--- src/rtl/tod_pkg.sv ---
package tod_pkg;
  localparam int BYTE_W = 8;
  localparam int LO_IDX = 0;
endpackage

--- src/rtl/tod_sync_edge.sv ---
module tod_sync_edge #(
  parameter int STAGES = 2
) (
  input  logic clk,
  input  logic rst,
  input  logic async_in,
  output logic rise
);
  logic [STAGES:0] chain_q;

  generate
    for (genvar g = 0; g <= STAGES; g++) begin : g_stage
      if (g == 0) begin : g_first
        always_ff @(posedge clk) begin
          if (rst) chain_q[0] <= 1'b0;
          else     chain_q[0] <= async_in;
        end
      end else begin : g_next
        always_ff @(posedge clk) begin
          if (rst) chain_q[g] <= 1'b0;
          else     chain_q[g] <= chain_q[g-1];
        end
      end
    end
  endgenerate

  assign rise = chain_q[STAGES-1] & ~chain_q[STAGES];
endmodule

--- src/rtl/tod_core.sv ---
module tod_core
  import tod_pkg::*;
#(
  parameter int CNT_W = 24,
  parameter int SEL_W = 2
) (
  input  logic              clk,
  input  logic              rst,
  input  logic              rise,
  input  logic              wr_en,
  input  logic              asel,
  input  logic [SEL_W-1:0]  idx,
  input  logic [BYTE_W-1:0] wdata,
  output logic [CNT_W-1:0]  cnt_q,
  output logic              run_q,
  output logic              hit_q
);
  localparam int NB = CNT_W / BYTE_W;

  logic [CNT_W-1:0] alarm_q, cnt_nxt, alarm_nxt;
  logic             run_nxt, chg, idx_ok, time_wr, al_wr;

  assign idx_ok  = int'(idx) < NB;
  assign time_wr = wr_en & ~asel & idx_ok;
  assign al_wr   = wr_en &  asel & idx_ok;

  always_comb begin
    cnt_nxt   = cnt_q;
    alarm_nxt = alarm_q;
    run_nxt   = run_q;
    chg       = 1'b0;
    if (al_wr)
      alarm_nxt[int'(idx)*BYTE_W +: BYTE_W] = wdata;
    if (time_wr) begin
      cnt_nxt[int'(idx)*BYTE_W +: BYTE_W] = wdata;
      run_nxt = (int'(idx) == LO_IDX);
      chg     = 1'b1;
    end else if (rise && run_q) begin
      cnt_nxt = cnt_q + 1'b1;
      chg     = 1'b1;
    end
  end

  always_ff @(posedge clk) begin
    if (rst) begin
      cnt_q   <= '0;
      alarm_q <= '0;
      run_q   <= 1'b1;
      hit_q   <= 1'b0;
    end else begin
      cnt_q   <= cnt_nxt;
      alarm_q <= alarm_nxt;
      run_q   <= run_nxt;
      hit_q   <= chg && (cnt_nxt == alarm_q);
    end
  end
endmodule

--- src/rtl/tod_read_hold.sv ---
module tod_read_hold
  import tod_pkg::*;
#(
  parameter int CNT_W = 24,
  parameter int SEL_W = 2
) (
  input  logic              clk,
  input  logic              rst,
  input  logic              rd_en,
  input  logic [SEL_W-1:0]  idx,
  input  logic [CNT_W-1:0]  cnt,
  output logic [BYTE_W-1:0] rdata_q,
  output logic              hold_q
);
  localparam int NB     = CNT_W / BYTE_W;
  localparam int HI_IDX = NB - 1;

  logic [CNT_W-1:0] held_q, view;

  assign view = hold_q ? held_q : cnt;

  always_ff @(posedge clk) begin
    if (rst) begin
      held_q  <= '0;
      hold_q  <= 1'b0;
      rdata_q <= '0;
    end else if (rd_en) begin
      if (int'(idx) < NB) rdata_q <= view[int'(idx)*BYTE_W +: BYTE_W];
      else                rdata_q <= '0;
      if (int'(idx) == HI_IDX && !hold_q) begin
        hold_q <= 1'b1;
        held_q <= cnt;
      end else if (int'(idx) == LO_IDX) begin
        hold_q <= 1'b0;
      end
    end
  end
endmodule

--- src/rtl/tod_event_counter.sv ---
module tod_event_counter
  import tod_pkg::*;
#(
  parameter int CNT_W       = 24,
  parameter int SYNC_STAGES = 2
) (
  input  logic        clk,
  input  logic        rst,
  input  logic        tick_in,
  input  logic [1:0]  sel,
  input  logic        wr_en,
  input  logic        rd_en,
  input  logic        alarm_sel,
  input  logic [7:0]  wdata,
  output logic [7:0]  rdata,
  output logic        alarm_hit
);
  localparam int SEL_W = 2;

  logic             tick_rise;
  logic [CNT_W-1:0] count_w;
  logic             run_w;
  logic             hold_w;

  tod_sync_edge #(.STAGES(SYNC_STAGES)) u_sync (
    .clk(clk), .rst(rst), .async_in(tick_in), .rise(tick_rise)
  );

  tod_core #(.CNT_W(CNT_W), .SEL_W(SEL_W)) u_core (
    .clk(clk), .rst(rst), .rise(tick_rise), .wr_en(wr_en),
    .asel(alarm_sel), .idx(sel), .wdata(wdata),
    .cnt_q(count_w), .run_q(run_w), .hit_q(alarm_hit)
  );

  tod_read_hold #(.CNT_W(CNT_W), .SEL_W(SEL_W)) u_hold (
    .clk(clk), .rst(rst), .rd_en(rd_en), .idx(sel), .cnt(count_w),
    .rdata_q(rdata), .hold_q(hold_w)
  );
endmodule

--- config.mk ---
export PLATFORM = sky130hd
export DESIGN_NAME = tod_event_counter
export DESIGN_NICKNAME = d
export VERILOG_FILES = /design/src/rtl/tod_pkg.sv /design/src/rtl/tod_sync_edge.sv /design/src/rtl/tod_core.sv /design/src/rtl/tod_read_hold.sv /design/src/rtl/tod_event_counter.sv
export SDC_FILE = /design/constraint.sdc
export NUM_CORES = 1
export LEC_CHECK = 0
export CORE_MARGIN = 2
export CORE_UTILIZATION = 60
export DETAILED_ROUTE_END_ITERATION = 6
export DONT_BUFFER_PORTS = 1
export HOLD_SLACK_MARGIN = 0.15
export PLACE_DENSITY = 0.76
export SETUP_SLACK_MARGIN = 0.05
export SLEW_MARGIN = 30
export SYNTH_ARGS = -nofsm -noshare
export SYNTH_HDL_FRONTEND = slang
export SYNTH_SLANG_ARGS = --single-unit
export TNS_END_PERCENT = 30
--- constraint.sdc ---
create_clock -name clk -period 3.6 [get_ports clk]
set_clock_uncertainty 0.05 [all_clocks]
set_input_delay 0.36 -clock clk [delete_from_list [all_inputs] [get_ports clk]]
set_output_delay 0.36 -clock clk [all_outputs]
set_load 0.02 [all_outputs]
* Yosys cells after proc, flatten, opt, wreduce, memory -nomap -nowiden
Cells that the tools add are included.
** Word-level totals
- Logic and storage cells :: 43
- Input port bits :: 16
- Output and inout port bits :: 9
- Flip-flop bits (word level) :: 86
** Cells by class
- Shifts and indexed selects :: 3
- $add $sub $neg :: 2
- Eq/ne operators :: 2
- Order comparisons :: 1
- Bitwise operators :: 7
- Reductions and logical operators :: 8
- Mux-type cells :: 10
** Operators by type and width (number)
- 24-bit 2-to-1 mux :: 3
- 24-bit bitwise mux :: 2
- 5-bit negation with 33-bit output :: 1
- 8-bit by 33-bit variable shift with 24-bit output (first input constant) :: 1
- 8-bit by 33-bit indexed part select with 24-bit output :: 1
- 24-bit by 1-bit adder with 24-bit output (second input constant) :: 1
- 24-bit == test :: 1
- 24-bit by 6-bit indexed part select with 8-bit output :: 1
- 8-bit 2-to-1 mux :: 1
- 1-bit bitwise AND :: 5
- 1-bit 2-to-1 mux :: 4
- 2-bit AND reduction :: 2
- 1-bit logical AND :: 3
- 2-bit == test (second input constant) :: 1
- 2-bit zero test :: 1
- 2-bit less-than comparator (second input constant) :: 1
- 1-bit NOT :: 2
- 2-bit nonzero test :: 1
- 1-bit zero test :: 1

* Longest topological paths before layout
- Depth after elaboration :: 7
- Mapped depth :: 11
- Gate-level depth less buffers :: 9

* Cells and area by module
Synthesis repeated with hierarchy kept, for this count alone.
** Unflattened totals
- Cells, all modules :: 552
- Area, all modules :: 4625.7 um^2
** Modules (own cells, without submodules)
- tod_core :: area each 2956.6 um^2, sequential area each 1001.0 um^2, instances 1, cells an instance 367
- tod_read_hold :: area each 1581.5 um^2, sequential area each 660.6 um^2, instances 1, cells an instance 178
- tod_sync_edge :: area each 87.6 um^2, sequential area each 60.1 um^2, instances 1, cells an instance 7

* Worst setup path after synthesis
Ideal clock, no wire load.
- Path type :: input port to flip-flop
- Start :: in sel[0]
- End :: reg u_core.hit_q
- Stages on the path :: 10
- Setup slack :: 0.602 ns
- Library setup time :: 0.088 ns
- Data arrival time :: 2.860 ns
- Path buffers :: 1
- Data required time :: 3.462 ns
- Cell sequence :: buf_2 -> inv_1 -> ha_1 -> nand4bb_1 -> nor2_1 -> and2_1 -> or3_1 -> a22o_2 -> or4_1 -> nor4_2
** Between the ends
- Word-level cells in the longest chain between the ends :: 6
- Elaborated cells on any way between the ends :: 10
- Those cells by class :: add/sub (1); order compare (1); eq/ne (1); shift (2); mux (3); bitwise (1); reduce/logical (1)
** RTL lines
- start: declaration :: RTL line tod_event_counter.sv:10 : input logic [1:0] sel,
- 5-bit negation with 33-bit output :: RTL line tod_core.sv:35 : cnt_nxt[int'(idx)*BYTE_W +: BYTE_W] = wdata;
- 8-bit by 33-bit indexed part select with 24-bit output or 8-bit by 33-bit variable shift with 24-bit output (tied branches) :: RTL line tod_core.sv:35
- 24-bit bitwise mux :: RTL line tod_core.sv:35
- 24-bit 2-to-1 mux :: RTL line tod_core.sv:34 : if (time_wr) begin
- 24-bit == test :: RTL line tod_core.sv:54 : hit_q <= chg && (cnt_nxt == alarm_q);
- 1-bit logical AND * :: RTL line tod_core.sv:54
- end signal: assignment :: RTL line tod_core.sv:54
- end: declaration :: RTL line tod_core.sv:16 : output logic hit_q
Every way passes the cells marked *; elsewhere a longest branch is shown, timed or not.
A chain may end at the register's enable or synchronous reset.

* Worst setup path after layout
- Start :: reg u_core.cnt_q[3]
- End :: reg u_core.hit_q
** Between the ends
- Word-level cells in the longest chain between the ends :: 5
- Elaborated cells on any way between the ends :: 6
- Those cells by class :: add/sub (1); eq/ne (1); mux (3); reduce/logical (1)
** RTL lines
- start: declaration :: RTL line tod_core.sv:14 : output logic [CNT_W-1:0] cnt_q,
- start signal: assignment :: RTL line tod_core.sv:51 : cnt_q <= cnt_nxt;
- 24-bit by 1-bit adder with 24-bit output :: RTL line tod_core.sv:39 : cnt_nxt = cnt_q + 1'b1;
- 24-bit 2-to-1 mux :: RTL line tod_core.sv:38 : end else if (rise && run_q) begin
- 24-bit 2-to-1 mux * :: RTL line tod_core.sv:34
- 24-bit == test * :: RTL line tod_core.sv:54
- 1-bit logical AND * :: RTL line tod_core.sv:54
Marked as above.

==> summary.md <==
| Metric | Value |
|---|---|
| Outcome | finished, final reports clean |
| Via count of the first global-routing pass | 4437 |
| Commonest register cell after synthesis | sky130_fd_sc_hd__dfxtp_1 |
| Power per standard cell area | 340 mW/mm^2 |
| Count of flip-flops with a built-in enable after synthesis | 0 |
| Fin. Hold Viols | 0 |
| Share of Yosys cell area claimed by the top area cell type | 33.9% |
| Worst-case headroom to the max-slew limit | 39.3% |
| Maximum number of pins on one net before global-route repair | 86 |
| Iteration-0 DRC Markers | 535 |
| Ant. Diodes | 0 |
| Summed area of non-filler cells in the final layout | 0.00545 mm^2 |
| Most common library cell in the layout ignoring fill and taps | sky130_fd_sc_hd__nand2_1 |
| Final ANT Viol Nets | 0 |
| Terminus of the critical flop-to-flop path | u_core.hit_q |
| Slew at the pin with the worst max-slew slack | 0.910 ns |
| Final setup violation count | 0 |
| Setup Fix Bufs, Post-CTS | 0 |
| Critical Path Stages | 7 |
| Type of destination of the critical path | flop |
| VDD IR-drop max | 0.239 mV |
| Share of post-route cells with drive strength above 1 | 9.75% |
| Cell family with most CP delay | simple AND/OR/NAND/NOR gates |
| Number of instances on the worst hold path | 2 |
| Number of top-level design ports | 25 |
| Total grt overflow | 0 |
| Via density per instance | 6.63 |
| Aggregate routed wire length | 15700 um |
| Count of TritonRoute iterations in the first routing pass | 6 |
| Adder-Cell Fraction of Synth Area | 1.72% |
| Area fraction in compound gates after synthesis | 19.5% |
| Library cell used as clock root buffer | sky130_fd_sc_hd__clkbuf_8 |
| Worst-path fanout max | 9 |
| Slowest Stage Delay on Critical Path | 0.78 ns |
| Vertical extent of the die | 96.0 um |
| Syn. warnings | 0 |
| Total Nets Final | 654 |
| Count of unresolved DRC violations after routing | 0 |
| Async SR Flop Fraction | 0% |
| Combinational family with the most area after synthesis | simple AND/OR/NAND/NOR gates |
| Max-cap viol count | 0 |
| FF-to-FF path depth | 7 |
| H-tree lvl count | 3 |
| Flops & latches, synth | 86 |
| Register-to-register setup slack | 0.40 ns |
| Layout-stage area growth over the synthesis result | 7.24% |
| XOR/XNOR share of the synthesized area | 2.76% |
| CTS clock-pin slew for the worst setup and hold paths | 0.10 ns |
| Number of cell rows | 33 |
| Unrepaired setup endpoints after global routing | false |
| Commonest non-fill, non-tap cells in the layout | sky130_fd_sc_hd__nand2_1, sky130_fd_sc_hd__dfxtp_1, sky130_fd_sc_hd__a21oi_1 |
| Global-route wire length before repair | 24200 um |
| Worst hold-check path type | primary input to flop |
| Leakage power summed over all cells | 1.81 nW |
| Arrival time at the worst endpoint | 3.42 ns |
| Startpoint of the lowest-slack hold path | wdata[2] |
| Kind of critical path | flop to flop |
| Worst-Skew Late Latency | 0.35 ns |
| Startpoint of the most critical setup path | u_core.cnt_q[3] |
| Ranking of synthesized cells by area | sky130_fd_sc_hd__dfxtp_1, sky130_fd_sc_hd__nand2_1, sky130_fd_sc_hd__a21oi_1, sky130_fd_sc_hd__nor2_1, sky130_fd_sc_hd__mux4_2 |
| Number of distinct standard cells referenced by the synthesized netlist | 73 |
| Number of buffer and inverter instances along the worst setup path | 0 |
| Simple logic cell fraction of the synthesized area | 31.0% |
| Worst r2r src | u_core.cnt_q[3] |
| Buffers on Ports | 0 |
| Slew Limit Fails | 0 |
| Weighted congestion reported at the end of routability-driven placement | 0.988 |
| Post-Synthesis Net Count | 666 |
| Crit path time final | 3.20 ns |
| Total clock buffers created by CTS | 9 |
| Routed via count | 4914 |
| DP Area | 0.00511 mm^2 |
| CTS sink count | 86 |
| Fmax | 313 MHz |
| Detailed-route wire length per cell | 21.2 um |
| Placeable core region | 0.00822 mm^2 |
| Initial antenna violation count | 0 |
| Setup tns final | 0 ns |
| Worst path most repeated cell | sky130_fd_sc_hd__or4_1 |
| Critical Path RT | 3.82 ns |
| Post-Syn Area | 0.00508 mm^2 |
| Die outline area | 0.00921 mm^2 |
| Cell taking the most area after synthesis | sky130_fd_sc_hd__dfxtp_1 |
| Cells along the critical path | nand4_4 -> or4_1 -> o311ai_2 -> a31o_2 -> nand4_1 -> or4_1 -> nor4_2 |
| Post-route fraction of the period consumed by the critical path | 88.8% |
| X dimension of the die | 96.0 um |
| Initial Utilization | 61.8% |
| CP Launch Type | flop |
| Clk buf depth | 2 |
| Combined global-route utilization of all metal layers | 35.1% |
| CTS tree | built |
| Post-Syn Instances | 643 |
| Portion of the post-synthesis area used by sequential elements | 33.9% |
| Half-perimeter wire length of the detailed placement result | 10700 um |
| Crit-path slowest cell | sky130_fd_sc_hd__or4_1 |
| Mean area per synthesized cell | 7.90 um^2 |
| Filler instances | 733 |
| Mux cell area share after synthesis | 6.19% |
| Crit path to | u_core.hit_q |
## cell type report
type | count | area [um^2] | share of cell area, %
Clock inverter | 6 | 70.1 | 1.29
Clock buffer | 10 | 128 | 2.34
Sequential cell | 86 | 1720 | 31.6
Tap cell | 105 | 131 | 2.41
Timing Repair Buffer | 27 | 251 | 4.62
Multi-Input combinational cell | 496 | 3100 | 57.0
Inverter | 11 | 41.3 | 0.758
## cell usage after synthesis (all sizes together) (3+ instances only)
cell type  count
nor2b         18
nand4b         6
a31oi          9
mux2i         13
nand3b         5
ha             7
nor3          11
or3            5
nand2        100
nor4          11
o21ai         22
nand4         15
o31ai          5
xor2           4
nor2          61
inv           10
mux4           8
o32ai          3
a211oi         5
and3           3
a22oi          9
and3b          3
dfxtp         86
nor3b          3
buf           11
clkbuf        39
and2           6
nand4bb        4
a31o           3
and4           3
or4            6
o2bb2ai        4
a21oi         70
nand3         31
xnor2         12
## logic make-up (layout without fill, tap and decap cells)
| kind of cell | count (synthesis) | in the layout |
|---|---|---|
| AOI/OAI and AO/OA | 154 | 154 |
| xor gates and xnor gates | 16 | 16 |
| adders and majority gates | 7 | 7 |
| buffers and inverters | 61 | 54 |
| DFF | 86 | 86 |
| muxes | 21 | 21 |
| and+or+nand+nor | 298 | 298 |
## state kept, by name (all words and copies together) (netlist names)
name            flops
u_hold.rdata_q      8
u_sync.chain_q      3
u_core.cnt_q       24
u_core.alarm_q     24
u_core.run_q        1
u_hold.hold_q       1
u_hold.held_q      24
u_core.hit_q        1
## power breakdown
group | total [W] | internal (W) | switching, W | leakage, nW
logic | 0.000175 | 0.0000664 | 0.000109 | 1.02
registers | 0.000977 | 0.000961 | 0.0000160 | 0.694
clock network | 0.000700 | 0.000326 | 0.000374 | 0.0895
## worst min-delay path by stage
stage,end,slack (ns)
after floorplan,u_sync.chain_q[1],0.36
after global placement,u_hold.held_q[4],0.38
after detailed placement,u_sync.chain_q[1],0.38
after CTS,u_hold.rdata_q[3],0.16
after global routing,u_hold.rdata_q[3],0.15
final,u_core.alarm_q[2],0.16
## metal layers
metal | GRT usage, % | routed length (um) | vias to the layer above
met4 | 16.7 | 726 | 0
li1 | - | - | 2298
met2 | 53.5 | 7050 | 252
met3 | 5.64 | 1380 | 48
met5 | 0 | 0 | -
met1 | 48.4 | 6530 | 2316
## repair_timing
action                                  CTS  global route
gates resized for setup                   0             0
hold buffers                             11             0
endpoints found under the hold margin    85             0
endpoints found under the setup margin    0             0
## stage by stage
step / setup slack (ns) / hold WS (ns) / total power [W] / util, % / cells
2_1_floorplan: 0.602 / 0.364 / 0.00112 / - / 643
3_3_place_gp: 0.455 / 0.384 / 0.00114 / 62.2 / 713
3_5_place_dp: 0.395 / 0.383 / 0.00114 / 62.2 / 713
4_1_cts: 0.423 / 0.156 / 0.00185 / 66.1 / 740
5_1_grt: 0.303 / 0.154 / 0.00191 / 66.3 / 741
6_report: 0.404 / 0.158 / 0.00185 / 66.3 / 741
## worst register-to-register path, delay by kind of cell (launching register included)
family | cells | cell delay, ns
and+or+nand+nor | 5 | 1.91
DFF | 1 | 0.54
AOI/OAI and AO/OA | 2 | 0.63
Power figures use the tool's default switching activity.
